$ cat src/rtl/vpd_pkg.sv
package vpd_pkg;
  localparam int SLOT_N = 8;
  localparam int WORD_W = 32;
endpackage

$ cat src/rtl/vpd_chain_scan.sv
module vpd_chain_scan #(
  parameter int N  = 8,
  localparam int SW = $clog2(N)
) (
  input  logic [N-1:0]  link,
  input  logic [SW-1:0] start,
  output logic [N-1:0]  mask,
  output logic [SW-1:0] end_idx,
  output logic          open_tail
);
  logic found;

  always_comb begin
    end_idx = SW'(N - 1);
    found   = 1'b0;
    for (int i = 0; i < N; i++) begin
      if (!found && i >= int'(start) && !link[i]) begin
        end_idx = SW'(i);
        found   = 1'b1;
      end
    end
  end

  always_comb begin
    for (int i = 0; i < N; i++)
      mask[i] = (i >= int'(start)) && (i <= int'(end_idx));
  end

  assign open_tail = (int'(end_idx) == N - 1) && link[N-1];
endmodule

$ cat src/rtl/vpd_hold_reg.sv
module vpd_hold_reg #(
  parameter int N  = 8,
  parameter int W  = 32,
  localparam int SW = $clog2(N)
) (
  input  logic           clk,
  input  logic           rst,
  input  logic           load,
  input  logic [N*W-1:0] load_data,
  input  logic           adv,
  input  logic           adv_last,
  input  logic [SW-1:0]  adv_start,
  output logic           full,
  output logic [N*W-1:0] data,
  output logic [SW-1:0]  start
);
  always_ff @(posedge clk) begin
    if (rst) begin
      full  <= 1'b0;
      start <= '0;
    end else if (!full && load) begin
      full  <= 1'b1;
      data  <= load_data;
      start <= '0;
    end else if (full && adv) begin
      if (adv_last) full  <= 1'b0;
      else          start <= adv_start;
    end
  end
endmodule

$ cat src/rtl/vpd_word_gate.sv
module vpd_word_gate #(
  parameter int N = 8,
  parameter int W = 32
) (
  input  logic [N*W-1:0] words_in,
  input  logic [N-1:0]   keep,
  output logic [N*W-1:0] words_out
);
  for (genvar g = 0; g < N; g++) begin : g_slot
    assign words_out[g*W +: W] = keep[g] ? words_in[g*W +: W] : '0;
  end
endmodule

$ cat src/rtl/vliw_pkt_splitter.sv
module vliw_pkt_splitter
  import vpd_pkg::*;
#(
  parameter int N  = SLOT_N,
  parameter int W  = WORD_W,
  localparam int SW = $clog2(N)
) (
  input  logic           clk,
  input  logic           rst,
  output logic           fetch_req,
  input  logic           fetch_valid,
  input  logic [N*W-1:0] fetch_data,
  output logic           disp_valid,
  input  logic           disp_ready,
  output logic [N-1:0]   disp_mask,
  output logic [SW-1:0]  disp_start,
  output logic [N*W-1:0] disp_words,
  output logic           disp_last,
  output logic           chain_err
);
  logic           full;
  logic [N*W-1:0] held;
  logic [SW-1:0]  cur_start;
  logic [N-1:0]   link;
  logic [N-1:0]   grp_mask;
  logic [SW-1:0]  grp_end;
  logic           open_tail;

  for (genvar g = 0; g < N; g++) begin : g_link
    assign link[g] = held[g*W];
  end

  vpd_chain_scan #(.N(N)) u_scan (
    .link(link), .start(cur_start), .mask(grp_mask),
    .end_idx(grp_end), .open_tail(open_tail)
  );

  vpd_hold_reg #(.N(N), .W(W)) u_hold (
    .clk(clk), .rst(rst),
    .load(fetch_valid), .load_data(fetch_data),
    .adv(disp_ready), .adv_last(grp_mask[N-1]),
    .adv_start(SW'(grp_end + 1'b1)),
    .full(full), .data(held), .start(cur_start)
  );

  vpd_word_gate #(.N(N), .W(W)) u_gate (
    .words_in(held), .keep(grp_mask), .words_out(disp_words)
  );

  assign fetch_req  = !full;
  assign disp_valid = full;
  assign disp_mask  = grp_mask;
  assign disp_start = cur_start;
  assign disp_last  = full && grp_mask[N-1];
  assign chain_err  = full && open_tail;
endmodule

$ cat config.mk
export PLATFORM = sky130hd
export DESIGN_NAME = vliw_pkt_splitter
export DESIGN_NICKNAME = d
export VERILOG_FILES = /design/src/rtl/vpd_pkg.sv /design/src/rtl/vpd_chain_scan.sv /design/src/rtl/vpd_hold_reg.sv /design/src/rtl/vpd_word_gate.sv /design/src/rtl/vliw_pkt_splitter.sv
export SDC_FILE = /design/constraint.sdc
export NUM_CORES = 1
export LEC_CHECK = 0
export BUFFER_PORTS_ARGS = -buffer_cell sky130_fd_sc_hd__buf_2
export CAP_MARGIN = 20
export CORE_AREA = 2 2 207 209
export DETAILED_ROUTE_END_ITERATION = 7
export DIE_AREA = 0 0 209 211
export PLACE_DENSITY = 0.47
export SKIP_LAST_GASP = 1
export SLEW_MARGIN = 20
export SYNTH_ARGS = -nofsm -noshare
export SYNTH_HDL_FRONTEND = slang
export SYNTH_SLANG_ARGS = --single-unit
$ cat constraint.sdc
create_clock -name clk -period 13.9 [get_ports clk]
set_clock_uncertainty 0.1 [all_clocks]
set_input_delay 0.695 -clock clk [delete_from_list [all_inputs] [get_ports clk]]
set_output_delay 0.695 -clock clk [all_outputs]
set_load 0.02 [all_outputs]
# [After elaboration in Yosys (flattened, before gate mapping)]
# Index checks and enable logic that the tools add are counted.
[classes] magnitude_cmp=14 n_reduce_logical=47 mux=26 n_addsub=1 n_div=0 bitwise_logic=2 shift=0 eq_ne=1 multipliers=0
[op_table] cell="32-bit two-way mux" count=8
[op_table] cell="1-bit logical AND" count=25
[op_table] cell="3-bit two-way mux" count=8
[op_table] cell="1-bit zero test" count=16
[op_table] cell="3-bit <= comparator (first input constant)" count=4
[op_table] cell="1-bit two-way mux" count=10
[op_table] cell="3-bit greater-or-equal comparator (first input constant)" count=3
[op_table] cell="1-bit by 3-bit greater-or-equal comparator with 1-bit output (first input constant)" count=2
[op_table] cell="2-bit by 3-bit greater-or-equal comparator with 1-bit output (first input constant)" count=2
[op_table] cell="2-bit by 3-bit <= comparator with 1-bit output (first input constant)" count=2
[op_table] cell="2-bit AND reduction" count=3
[op_table] cell="2-bit nonzero test" count=2
[op_table] cell="3-bit by 1-bit adder with 3-bit output (second input constant)" count=1
[op_table] cell="3-bit by 1-bit equality test with 1-bit output (second input constant)" count=1
[op_table] cell="1-bit by 3-bit <= comparator with 1-bit output (first input constant)" count=1
[op_table] cell="1-bit inverter" count=2
[op_table] cell="2-bit OR reduction" count=1
[totals] mem_bits_ro=0 latchBits=0 elab_cells=94 ff_bits=260 ram_bits=0 out_inout_bits=271 mem_count=0

# [Depth between registers and ports, before layout]
# Gate-level depths: netlist of run 1.
[depth] ltp_word=34 ltp_mapped=13 mapped_depth_nobuf=10

# [Hierarchy]
# From an unflattened synthesis of run 1, not the netlist that was laid out.
[hier_totals] hier_cells=601 area_unflattened_um2=10223.6
[modules_own_cells] mod="vpd_hold_reg" seq_area_each_um2=7767.4 instances=1 cells_each=271 area_per_inst_um2=7857.5
[modules_own_cells] mod="vpd_word_gate" seq_area_each_um2=0.0 instances=1 cells_each=280 area_per_inst_um2=2042.0
[modules_own_cells] mod="vpd_chain_scan" seq_area_each_um2=0.0 instances=1 cells_each=44 area_per_inst_um2=282.8
[modules_own_cells] mod="vliw_pkt_splitter" seq_area_each_um2=0.0 instances=1 cells_each=6 area_per_inst_um2=41.3

# [Least setup slack after synthesis of run 1]
# Ideal clock, no wire load.
[synth_path] path_kind="input-to-reg" startpoint="input fetch_valid" endpoint="register u_hold.data[0] (enable)" required_time_ns=12.924 stages=2 slack_ns=1.556 t_arrival_ns=11.367 path_cell_list="nand2b_1 > nor2_1"
[synth_between] elab_chain_cells=2
[synth_lines] item="start: declaration" line_no="vliw_pkt_splitter.sv:11" text="input logic fetch_valid,"
[synth_lines] item="1-bit logical AND" line_no="vpd_hold_reg.sv:21" text="end else if (!full && load) begin"
[synth_lines] item="2-bit AND reduction (no source line)"
[synth_lines] item="end signal: assignment" line_no="vpd_hold_reg.sv:23" text="data <= load_data;"
[synth_lines] item="end: declaration" line_no="vpd_hold_reg.sv:14" text="output logic [N*W-1:0] data,"
# Every way passes these cells.
# A chain may end at the register's enable or synchronous reset.

# [Worst setup path in the final report of run 1]
[layout_path] startpoint="register u_hold.start[1]" endpoint="output disp_words[71]"
[layout_between] elab_chain_cells=33 word_cells_on_any_way=46 classes_between="order compare: 8; mux: 16; reduce/logical: 22"
[layout_lines] item="start: declaration" line_no="vpd_hold_reg.sv:15" text="output logic [SW-1:0] start"
[layout_lines] item="start signal: assignment" line_no="vpd_hold_reg.sv:27" text="else start <= adv_start;"
[layout_lines] item="1-bit by 3-bit greater-or-equal comparator with 1-bit output" line_no="vpd_chain_scan.sv:17" text="if (!found && i >= int'(start) && !link[i]) begin"
[layout_lines] item="1-bit logical AND" line_no="vpd_chain_scan.sv:17"
[layout_lines] item="1-bit two-way mux" line_no="vpd_chain_scan.sv:17"
[layout_lines] item="1-bit zero test" line_no="vpd_chain_scan.sv:17"
[layout_lines] item="1-bit logical AND (2 in series)" line_no="vpd_chain_scan.sv:17"
[layout_lines] item="1-bit two-way mux" line_no="vpd_chain_scan.sv:17"
[layout_lines] item="1-bit zero test" line_no="vpd_chain_scan.sv:17"
[layout_lines] item="1-bit logical AND (2 in series)" line_no="vpd_chain_scan.sv:17"
[layout_lines] item="[14 not listed]"
[layout_lines] item="1-bit logical AND (2 in series)" line_no="vpd_chain_scan.sv:17"
[layout_lines] item="1-bit two-way mux" line_no="vpd_chain_scan.sv:17"
[layout_lines] item="1-bit zero test" line_no="vpd_chain_scan.sv:17"
[layout_lines] item="1-bit logical AND" line_no="vpd_chain_scan.sv:17"
[layout_lines] item="3-bit two-way mux" line_no="vpd_chain_scan.sv:17"
[layout_lines] item="2-bit by 3-bit <= comparator with 1-bit output" line_no="vpd_chain_scan.sv:26" text="mask[i] = (i >= int'(start)) && (i <= int'(end_idx));"
[layout_lines] item="1-bit logical AND (*)" line_no="vpd_chain_scan.sv:26"
[layout_lines] item="32-bit two-way mux (*)" line_no="vpd_word_gate.sv:10" text="assign words_out[g*W +: W] = keep[g] ? words_in[g*W +: W] : '0;"
[layout_lines] item="end: declaration" line_no="vliw_pkt_splitter.sv:17" text="output logic [N*W-1:0] disp_words,"
# Mark *: on every way between the ends. The rest lies on a longest branch, timed or not.

==> results.tsv, run 1 <==
stage	metric	value	unit
worst_setup_path	reg2reg_slack	10460	ps
detailed_routing	wl_per_cell	17.2	um
clock_network	cts_tree	built	
synth	yosysSeqAreaShare	75.6	%
clock_network	h-tree-depth	1	
cells_and_area	syn2layout_area_growth	40.7	%
timing	fmax	212	MHz
power_and_ir_drop	p_leak	6.34	nW
worst_setup_path	worstPathArrival	3930	ps
clock_network	clk_path_buf_depth	3	
clock_network	cts.root.buffer_cell	clkbuf_16	
synth	synth_edf_count	256	
cells_and_area	fin_nets	1420	
worst_hold_path	min_to	u_hold.data[106]$_DFFE_PP_	
cells_and_area	fillers	4162	
cells_and_area	drive_above_1_share	52.6	%
global_routing	grt_max_degree	182	
synth	synth_commonest_cells	edfxtp_1, and2_1, and3_1	
clock_network	cts_setup_buffers	0	
global_routing	antenna_found_initial	5	
floorplan	io_pins	531	
synth	yosys_warnings	0	
global_routing	grt_pass1_wl	42800	um
synth	async_flop_share	0	%
power_and_ir_drop	max-vdd-ir-drop	0.0967	mV
worst_setup_path	r2r_cells	10	
worst_setup_path	crit_fanout	38	
timing	rsz0062_at_grt	false	
synth	synth.most_common_cell	edfxtp_1	
worst_hold_path	min_from	fetch_data[106]	
synth	synth_area_leaders	edfxtp_1, and2_1, nor3b_2, and3_1, dfxtp_1	
floorplan	start_util	24.6	%
flow_run	cap_violations	0	
placement	portBuffers	530	
timing	setup_viol	0	
worst_setup_path	crit_required	13110	ps
floorplan	dieArea	44100	sq um
global_routing	grt_pass1_vias	6969	
global_routing	grt.total_usage	12.8	%
global_routing	grt_overflow_total	0	
detailed_routing	drcViolationCount	0	
clock_network	numCtsBuffers	30	
synth	syn_area	10300	sq um
floorplan	rows	75	
timing	finalHoldViolCount	0	
detailed_routing	ant_nets	0	
detailed_routing	firstDrtPassIters	4	
synth	ys_types	45	
floorplan	core	41800	sq um
placement	place_hpwl	21400	um
worst_setup_path	end_kind	primary output	
timing	worst_pin_slew	1030	ps
floorplan	die_w	209	um
worst_setup_path	r2r-end	u_hold.start[1]$_SDFFE_PP0P_	
timing	post-route-period-util	34.0	%
worst_setup_path	reg2reg_from	u_hold.start[1]$_SDFFE_PP0P_	
timing	tns	0	ps
power_and_ir_drop	p_total	1.84	mW
detailed_routing	via_per_inst	4.05	
clock_network	ctsResizeCount	0	
clock_network	hold_buffers	0	
run_status	outcome	complete, no violations	
synth	ys_ff_latch	260	
worst_hold_path	hold_depth	1	
detailed_routing	vias	6967	
timing	report.final.slew_viol_count	0	
timing	fin_crit	4730	ps
synth	synth-main-ff-cell	edfxtp_1	
synth	syn_area_per_cell	16.4	sq um
clock_network	clkTransAtPathRegs	70	ps
floorplan	die_h	211	um
detailed_routing	initialDrtViolationCount	343	
synth	syn-instance-count	625	
synth	syn-num-nets	889	
timing	slew_headroom	31.0	%
worst_setup_path	worstSetupPathType	reg -> out	
synth	synth_area_leader_cell	edfxtp_1	
detailed_routing	drt-total-wl	29600	um
power_and_ir_drop	power_density	127	nW/um^2
placement	gp_congestion	0.752	
clock_network	clk-insertion-delay-late	570	ps
synth	synth_top_cell_area_share	74.9	%
worst_setup_path	startpoint_type	register	
clock_network	clkSinkCount	260	
worst_hold_path	holdCritPathClass	in -> reg	
cells_and_area	fin_util	34.6	%
## layout make-up
class / instances / area (sq um) / share of cell area (%)
multi-input combinational: 324 / 2280 / 15.8
clock buffer: 36 / 795 / 5.50
inverter: 3 / 11.3 / 0.0780
antenna: 3 / 7.51 / 0.0520
timing repair buffer: 537 / 2740 / 19.0
clock inverter: 19 / 169 / 1.17
tap: 539 / 674 / 4.67
sequential: 260 / 7770 / 53.8
## power breakdown
group          internal, mW  total, mW  switching [mW]
Sequential            0.898      0.906         0.00841
Combinational        0.0622      0.159          0.0966
Clock                 0.459      0.773           0.314
Total                  1.42       1.84           0.419
## cells in the final DEF, fill, tap and decap left out, drive strengths merged, types with 4 or more instances in the layout
master and count:
edfxtp 256, nor3b 32, nor2 10, and2 194, clkinv 14, a21oi 8
clkbuf 36, ha 4, nand2b 5, and3 34, dfxtp 4, buf 537
nand2 7
## worst max-delay path: stages, from the launching register on
cell and delay (ps):
dfxtp_1 760, nor2_1 180, a221oi_2 300, buf_4 360, o31ai_1 170, nand2_1 130, ha_1 240, o311ai_0 230
a21oi_4 600, and2_1 230, buf_2 160
## metal layers
metal	global-route usage (%)	vias to the layer above	wire length, um
li1	-	3320	-
met1	14.6	3296	11100
met4	4.11	6	719
met3	4.39	50	2610
met2	22.3	295	15200
met5	0	-	40
## worst max path at each step
stage                     cells past startpoint                    startpoint                       end  slack [ps]
final                                        10  u_hold.start[1]$_SDFFE_PP0P_            disp_words[71]        9170
after global routing                         10  u_hold.start[1]$_SDFFE_PP0P_            disp_words[90]        8820
after CTS                                    10  u_hold.start[1]$_SDFFE_PP0P_            disp_words[71]        8800
after detailed placement                     10  u_hold.start[1]$_SDFFE_PP0P_            disp_words[71]        9420
after global placement                       10  u_hold.start[1]$_SDFFE_PP0P_            disp_words[93]        9690
after floorplan                               2                   fetch_valid  u_hold.data[0]$_DFFE_PP_        1560
## per-stage QoR
| step | area, sq um | setup slack [ps] | hold slack, ps | cells |
|---|---|---|---|---|
| after floorplan | 10300 | 1560 | 503 | 625 |
| after global placement | 13400 | 9690 | 509 | 1662 |
| after detailed placement | 13400 | 9420 | 526 | 1662 |
| after CTS | 14400 | 8800 | 151 | 1717 |
| after global routing | 14400 | 8820 | 161 | 1719 |
| final | 14400 | 9170 | 199 | 1721 |
## sequential cells by signal, indices dropped and copies added (netlist names)
| register | count |
|---|---|
| u_hold.data | 256 |
| u_hold.start | 3 |
| u_hold.full | 1 |
## cells by family after synthesis
group | synth area share [%]
simple gates | 19.1
compound gates | 2.16
fa+ha+maj | 0.487
flops | 75.6
mux | 0.207
buf+inv | 2.36
Power figures use the tool's default switching activity.
==> inputs of run 2 (changes only) <==
--- a/config.mk
+++ b/config.mk
@@ -7,10 +7,10 @@
 export LEC_CHECK = 0
 export BUFFER_PORTS_ARGS = -buffer_cell sky130_fd_sc_hd__buf_2
 export CAP_MARGIN = 20
-export CORE_AREA = 2 2 207 209
+export CORE_AREA = 2 2 204 206
 export DETAILED_ROUTE_END_ITERATION = 7
-export DIE_AREA = 0 0 209 211
-export PLACE_DENSITY = 0.47
+export DIE_AREA = 0 0 206 208
+export PLACE_DENSITY = 0.5
 export SKIP_LAST_GASP = 1
 export SLEW_MARGIN = 20
 export SYNTH_ARGS = -nofsm -noshare
==> constraint.sdc (replaced) <==
create_clock -name clk -period 4.3 [get_ports clk]
set_clock_uncertainty 0.1 [all_clocks]
set_input_delay 0.215 -clock clk [delete_from_list [all_inputs] [get_ports clk]]
set_output_delay 0.215 -clock clk [all_outputs]
set_load 0.02 [all_outputs]
==> run 2 against run 1 <==
Net effect: worst hold slack lost 92 ps; via count increased by 15%; first-iteration DRC count increased by 2.3%; final area is 19% higher; cell count is 15% higher; sequential cell count did not move; global-route usage increased by 1.5 points; non-clock buffer count rose by 266; total power increased to 3.4 times the previous value; sequential share of layout area down 8.5 points; largest cell class unchanged; highest routed layer unchanged.
==> results.tsv, run 2 (synthesis gave the netlist of run 1 again) <==
stage	metric	value	unit
cells_and_area	largest-register	u_hold.data	
worst_setup_path	startpoint_type	register	
detailed_routing	drt-total-wl	32600	um
floorplan	dieArea	42800	sq um
timing	worst_pin_slew	977	ps
placement	gp_congestion	0.774	
timing	report.final.slew_viol_count	0	
flow_run	cap_violations	0	
power_and_ir_drop	max-vdd-ir-drop	0.265	mV
worst_setup_path	reg2reg_from	u_hold.start[1]$_SDFFE_PP0P_	
clock_network	h-tree-depth	1	
detailed_routing	drcViolationCount	0	
timing	fin_crit	3900	ps
timing	post-route-period-util	90.6	%
detailed_routing	via_per_inst	4.06	
cells_and_area	fin_nets	1687	
worst_setup_path	worstSetupPathType	reg -> out	
detailed_routing	initialDrtViolationCount	351	
clock_network	cts.root.buffer_cell	clkbuf_16	
timing	holdWs	106	ps
worst_hold_path	min_from	disp_ready	
timing	rsz0062_at_grt	false	
cells_and_area	layout_commonest_cell	buf_2	
placement	pre_cts_slack	565	ps
worst_setup_path	r2r-end	u_hold.full$_SDFFE_PP0P_	
clock_network	cts_tree	built	
cells_and_area	top_regs	u_hold.data: 256 flops, u_hold.start: 3 flops, u_hold.full: 1 flops	
timing	finalHoldViolCount	0	
placement	portBuffers	530	
timing	slew_headroom	34.9	%
cells_and_area	largest_reg_flops	256	
worst_setup_path	crit_start	u_hold.start[1]$_SDFFE_PP0P_	
worst_setup_path	reg2reg_slack	810	ps
global_routing	grt_max_degree	59	
worst_hold_path	min_to	u_hold.start[0]$_SDFFE_PP0P_	
clock_network	clk_path_buf_depth	3	
run_status	outcome	complete, no violations	
worst_hold_path	hold_depth	3	
clock_network	numCtsBuffers	30	
floorplan	core	40600	sq um
timing	setup_viol	0	
floorplan	start_util	25.3	%
cells_and_area	n_antenna_cell	0	
worst_hold_path	holdCritPathClass	in -> reg	
cells_and_area	mostFrequentLayoutCells	buf_2, dlygate4sd3_1, edfxtp_1	
worst_setup_path	end_kind	primary output	
power_and_ir_drop	power_density	362	nW/um^2
detailed_routing	ant_nets	0	
timing	tns	0	ps
worst_setup_path	crit_fanout	21	
placement	place_hpwl	21800	um
cells_and_area	fillers	3821	
timing	fmax	257	MHz
floorplan	die_h	208	um
worst_setup_path	crit_required	3980	ps
global_routing	antenna_found_initial	2	
power_and_ir_drop	p_leak	7.49	nW
global_routing	grt_pass1_wl	47300	um
floorplan	die_w	206	um
clock_network	clkSinkCount	260	
floorplan	rows	74	
global_routing	grt_pass1_vias	8479	
detailed_routing	firstDrtPassIters	5	
detailed_routing	vias	8030	
timing	finalWorstSetupSlack	404	ps
cells_and_area	drive_above_1_share	43.9	%
global_routing	grt_overflow_total	0	
clock_network	clk-insertion-delay-late	550	ps
global_routing	grt.total_usage	14.2	%
placement	dp.cells	1663	
clock_network	clkTransAtPathRegs	60	ps
cells_and_area	syn2layout_area_growth	67.3	%
cells_and_area	fin_cells	1977	
worst_setup_path	worstPathArrival	3580	ps
floorplan	io_pins	531	
worst_setup_path	r2r_cells	9	
detailed_routing	wl_per_cell	16.5	um
==> run 2: cell types whose count changed in the layout (fill, tap and decap cells not counted), sizes merged <==
cell / delta
clkinv: -3
buf: +7
inv: +1
diode: -3
dlygate4sd3: +259
bufinv: +1
a21oi: +1
==> run 2: area by class of cell <==
| cell class | instances | area, sq um | area share (%) |
|---|---|---|---|
| well taps | 532 | 666 | 3.87 |
| inverters | 3 | 11.3 | 0.0655 |
| clock inverters | 18 | 190 | 1.11 |
| repair buffers | 803 | 5420 | 31.6 |
| flip-flops and latches | 260 | 7770 | 45.2 |
| multi-input cells | 325 | 2320 | 13.5 |
| clock buffers | 36 | 795 | 4.62 |
==> run 2: through the flow <==
step | total power [mW] | cell area, sq um | utilization (%)
after global routing | 6.46 | 17200 | 42.4
after CTS | 6.30 | 17100 | 42.3
final | 6.22 | 17200 | 42.4
after floorplan | 3.26 | 10300 | -
after global placement | 3.51 | 13500 | 33.4
after detailed placement | 3.51 | 13600 | 33.4
==> run 2: metal layers <==
metal / wire length, um / global-route usage [%] / up-vias
li1: - / - / 3855
met1: 12400 / 15.8 / 3801
met2: 16800 / 26.1 / 317
met3: 2450 / 3.68 / 55
met4: 923 / 4.90 / 2
met5: 13 / 0 / -
==> run 2: critical path, stage by stage (launching register included) <==
cell      delay [ps]
dfxtp_2          570
mux2_1           380
o22ai_2          390
nand2_1          150
nand2_1          110
ha_1             280
o311ai_2         270
a21oi_4          460
and2_1           220
buf_2            170
==> run 2: worst max path at each step <==
| stage | cells past startpoint | to |
|---|---|---|
| after detailed placement | 9 | disp_words[72] |
| after floorplan | 2 | u_hold.data[0]$_DFFE_PP_ |
| after CTS | 9 | disp_words[72] |
| after global placement | 9 | disp_words[89] |
| final | 9 | disp_words[74] |
| after global routing | 9 | disp_words[74] |
==> run 2: timing repair <==
action	4_1_cts	5_1_grt
gates resized for setup	1	6
buffers inserted	0	0
endpoints found under the hold margin	274	0
setup endpoints to repair	32	32
hold buffers	259	0
cloned	0	1
==> run 2: report_power, final <==
| group | internal (mW) | switching (mW) | total [mW] |
|---|---|---|---|
| Sequential | 2.90 | 0.0294 | 2.93 |
| Combinational | 0.366 | 0.364 | 0.730 |
| Clock | 1.55 | 1.02 | 2.56 |
| Total | 4.81 | 1.41 | 6.22 |
==> inputs of run 3 (changes only) <==
--- a/config.mk
+++ b/config.mk
@@ -7,10 +7,10 @@
 export LEC_CHECK = 0
 export BUFFER_PORTS_ARGS = -buffer_cell sky130_fd_sc_hd__buf_2
 export CAP_MARGIN = 20
-export CORE_AREA = 2 2 204 206
+export CORE_AREA = 2 2 208 210
 export DETAILED_ROUTE_END_ITERATION = 7
-export DIE_AREA = 0 0 206 208
-export PLACE_DENSITY = 0.5
+export DIE_AREA = 0 0 210 212
+export PLACE_DENSITY = 0.48
 export SKIP_LAST_GASP = 1
 export SLEW_MARGIN = 20
 export SYNTH_ARGS = -nofsm -noshare
==> run 3 against run 2 <==
Net effect: clock-buffer cell count is 2 lower; first-iteration DRC count is 14% lower; critical path depth stayed put; fmax is 2.3% lower; global-route usage is 0.34 points lower; cell count is 1.0% higher; critical endpoint is now disp_words[221]; largest cell class unchanged; largest power group unchanged.
==> results.tsv, run 3 (synthesis gave the netlist of run 1 again) <==
stage	metric	value	unit
floorplan	io_pins	531	
floorplan	core	42500	sq um
clock_network	h-tree-depth	1	
floorplan	die_h	212	um
global_routing	met3_usage	3.84	%
worst_setup_path	crit_fanout	21	
placement	pre_cts_slack	892	ps
clock_network	hold_buffers	260	
clock_network	clk-insertion-delay-late	570	ps
timing	post-route-period-util	92.8	%
cells_and_area	top_regs	u_hold.data: 256 flops, u_hold.start: 3 flops, u_hold.full: 1 flops	
timing	fin_crit	3990	ps
placement	place_hpwl	22100	um
floorplan	start_util	24.2	%
worst_setup_path	crit_buf_inv	2	
worst_setup_path	r2r_cells	10	
detailed_routing	ant_nets	0	
timing	worst_pin_slew	997	ps
floorplan	dieArea	44500	sq um
placement	portBuffers	530	
cells_and_area	layout_commonest_cell	buf_2	
worst_setup_path	cpLargestDelayFamily	compound AO/OA/AOI/OAI gates	
worst_setup_path	reg2reg_from	u_hold.start[2]$_SDFFE_PP0P_	
clock_network	ctsResizeCount	0	
power_and_ir_drop	power_density	372	nW/um^2
global_routing	grt_pass1_wl	48100	um
global_routing	grt_max_degree	73	
detailed_routing	via_per_inst	4.04	
global_routing	grtUsageMet2	24.6	%
worst_setup_path	worstPathArrival	3670	ps
timing	finalWorstSetupSlack	312	ps
cells_and_area	fin_util	40.5	%
detailed_routing	wl_per_cell	16.4	um
power_and_ir_drop	intPower	4.94	mW
worst_setup_path	path_depth	9	
worst_hold_path	holdCritPathClass	in -> reg	
flow_run	cap_violations	0	
worst_hold_path	hold_depth	5	
timing	setup_viol	0	
worst_hold_path	min_from	fetch_valid	
worst_setup_path	end_kind	primary output	
global_routing	grt_overflow_total	0	
cells_and_area	n_antenna_cell	0	
power_and_ir_drop	max-vdd-ir-drop	0.289	mV
worst_setup_path	crit_start	u_hold.start[1]$_SDFFE_PP0P_	
cells_and_area	mostFrequentLayoutCells	buf_2, dlygate4sd3_1, edfxtp_1	
cells_and_area	fin_nets	1690	
cells_and_area	largest_reg_flops	256	
worst_setup_path	cp_slowest_cell	dfxtp_1	
global_routing	grt.total_usage	13.9	%
global_routing	top_usage_layer	met2	
clock_network	clkSinkCount	260	
global_routing	antenna_found_initial	1	
clock_network	cts_tree	built	
timing	finalHoldViolCount	0	
cells_and_area	largest-register	u_hold.data	
floorplan	rows	76	
cells_and_area	syn2layout_area_growth	67.8	%
worst_setup_path	r2r-end	u_hold.full$_SDFFE_PP0P_	
power_and_ir_drop	netSwitchingFraction	22.9	%
worst_setup_path	crit_required	3980	ps
detailed_routing	drt-total-wl	32700	um
worst_setup_path	slowest_delay	750	ps
timing	fmax	251	MHz
cells_and_area	drive_above_1_share	44.0	%
clock_network	cts.root.buffer_cell	clkbuf_16	
placement	gp_congestion	0.768	
timing	rsz0062_at_grt	false	
timing	holdWs	71.5	ps
worst_setup_path	reg2reg_slack	710	ps
global_routing	grt_pass1_vias	8440	
power_and_ir_drop	netSwitchingPower	1.46	mW
global_routing	grtUsageMet1	16.2	%
worst_setup_path	startpoint_type	register	
clock_network	numCtsBuffers	31	
worst_setup_path	worstSetupPathType	reg -> out	
timing	report.final.slew_viol_count	0	
power_and_ir_drop	p_leak	7.52	nW
timing	slew_headroom	33.3	%
detailed_routing	vias	8067	
worst_hold_path	min_to	u_hold.start[0]$_SDFFE_PP0P_	
detailed_routing	drcViolationCount	0	
power_and_ir_drop	p_clk_share	43.0	%
clock_network	clk_path_buf_depth	3	
clock_network	cts_setup_buffers	0	
clock_network	clkTransAtPathRegs	60	ps
floorplan	die_w	210	um
timing	tns	0	ps
detailed_routing	firstDrtPassIters	4	
detailed_routing	initialDrtViolationCount	303	
worst_setup_path	cp_cell_sequence	or2_2 -> a21oi_1 -> o31ai_1 -> nand2_1 -> ha_1 -> a31oi_4 -> buf_4 -> nor3b_2 -> buf_2	
run_status	outcome	complete, no violations	
power_and_ir_drop	p_seq_share	45.7	%
power_and_ir_drop	combPwrFrac	11.3	%
[run 3: through the flow]
| step | instance area, sq um | std cells | total power, mW |
|---|---|---|---|
| after global placement | 13600 | 1679 | 3.51 |
| after global routing | 17200 | 1997 | 6.65 |
| final | 17200 | 1997 | 6.41 |
| after floorplan | 10300 | 625 | 3.26 |
| after CTS | 17200 | 1997 | 6.50 |
| after detailed placement | 13600 | 1679 | 3.52 |
[run 3: layer usage]
metal	share of wire, %	up-vias
met5	0	-
met3	7.4	61
li1	-	3861
met4	3.0	0
met2	51	331
met1	39	3814
[run 3: worst min-delay path, cell delays in order]
cell	delay, ps
buf_2	130
nand2b_4	70
nand2b_1	110
o21bai_1	120
a31oi_1	40
[run 3: power groups by stage]
stage	Sequential (mW)	Combinational [mW]	Clock, mW
6_report	2.93	0.723	2.76
2_1_floorplan	2.98	0.278	0
3_5_place_dp	2.98	0.537	0
4_1_cts	2.93	0.732	2.84
3_3_place_gp	2.98	0.530	0
5_1_grt	2.94	0.783	2.93
[run 3: area by class of cell]
class                           instances  area (sq um)
Clock buffer                           34           787
Clock inverter                         24           287
Multi-Input combinational cell        324          2280
Fill cell                            4007         25300
Sequential cell                       260          7770
Timing Repair Buffer                  806          5410
Inverter                                3          11.3
Tap cell                              546           683
[run 3: worst max path at each step]
stage                                           to  slack, ps
after floorplan           u_hold.data[0]$_DFFE_PP_       -520
after global placement             disp_words[215]       1010
after detailed placement           disp_words[221]        890
after CTS                          disp_words[221]        280
after global routing               disp_words[221]         70
final                              disp_words[221]        310
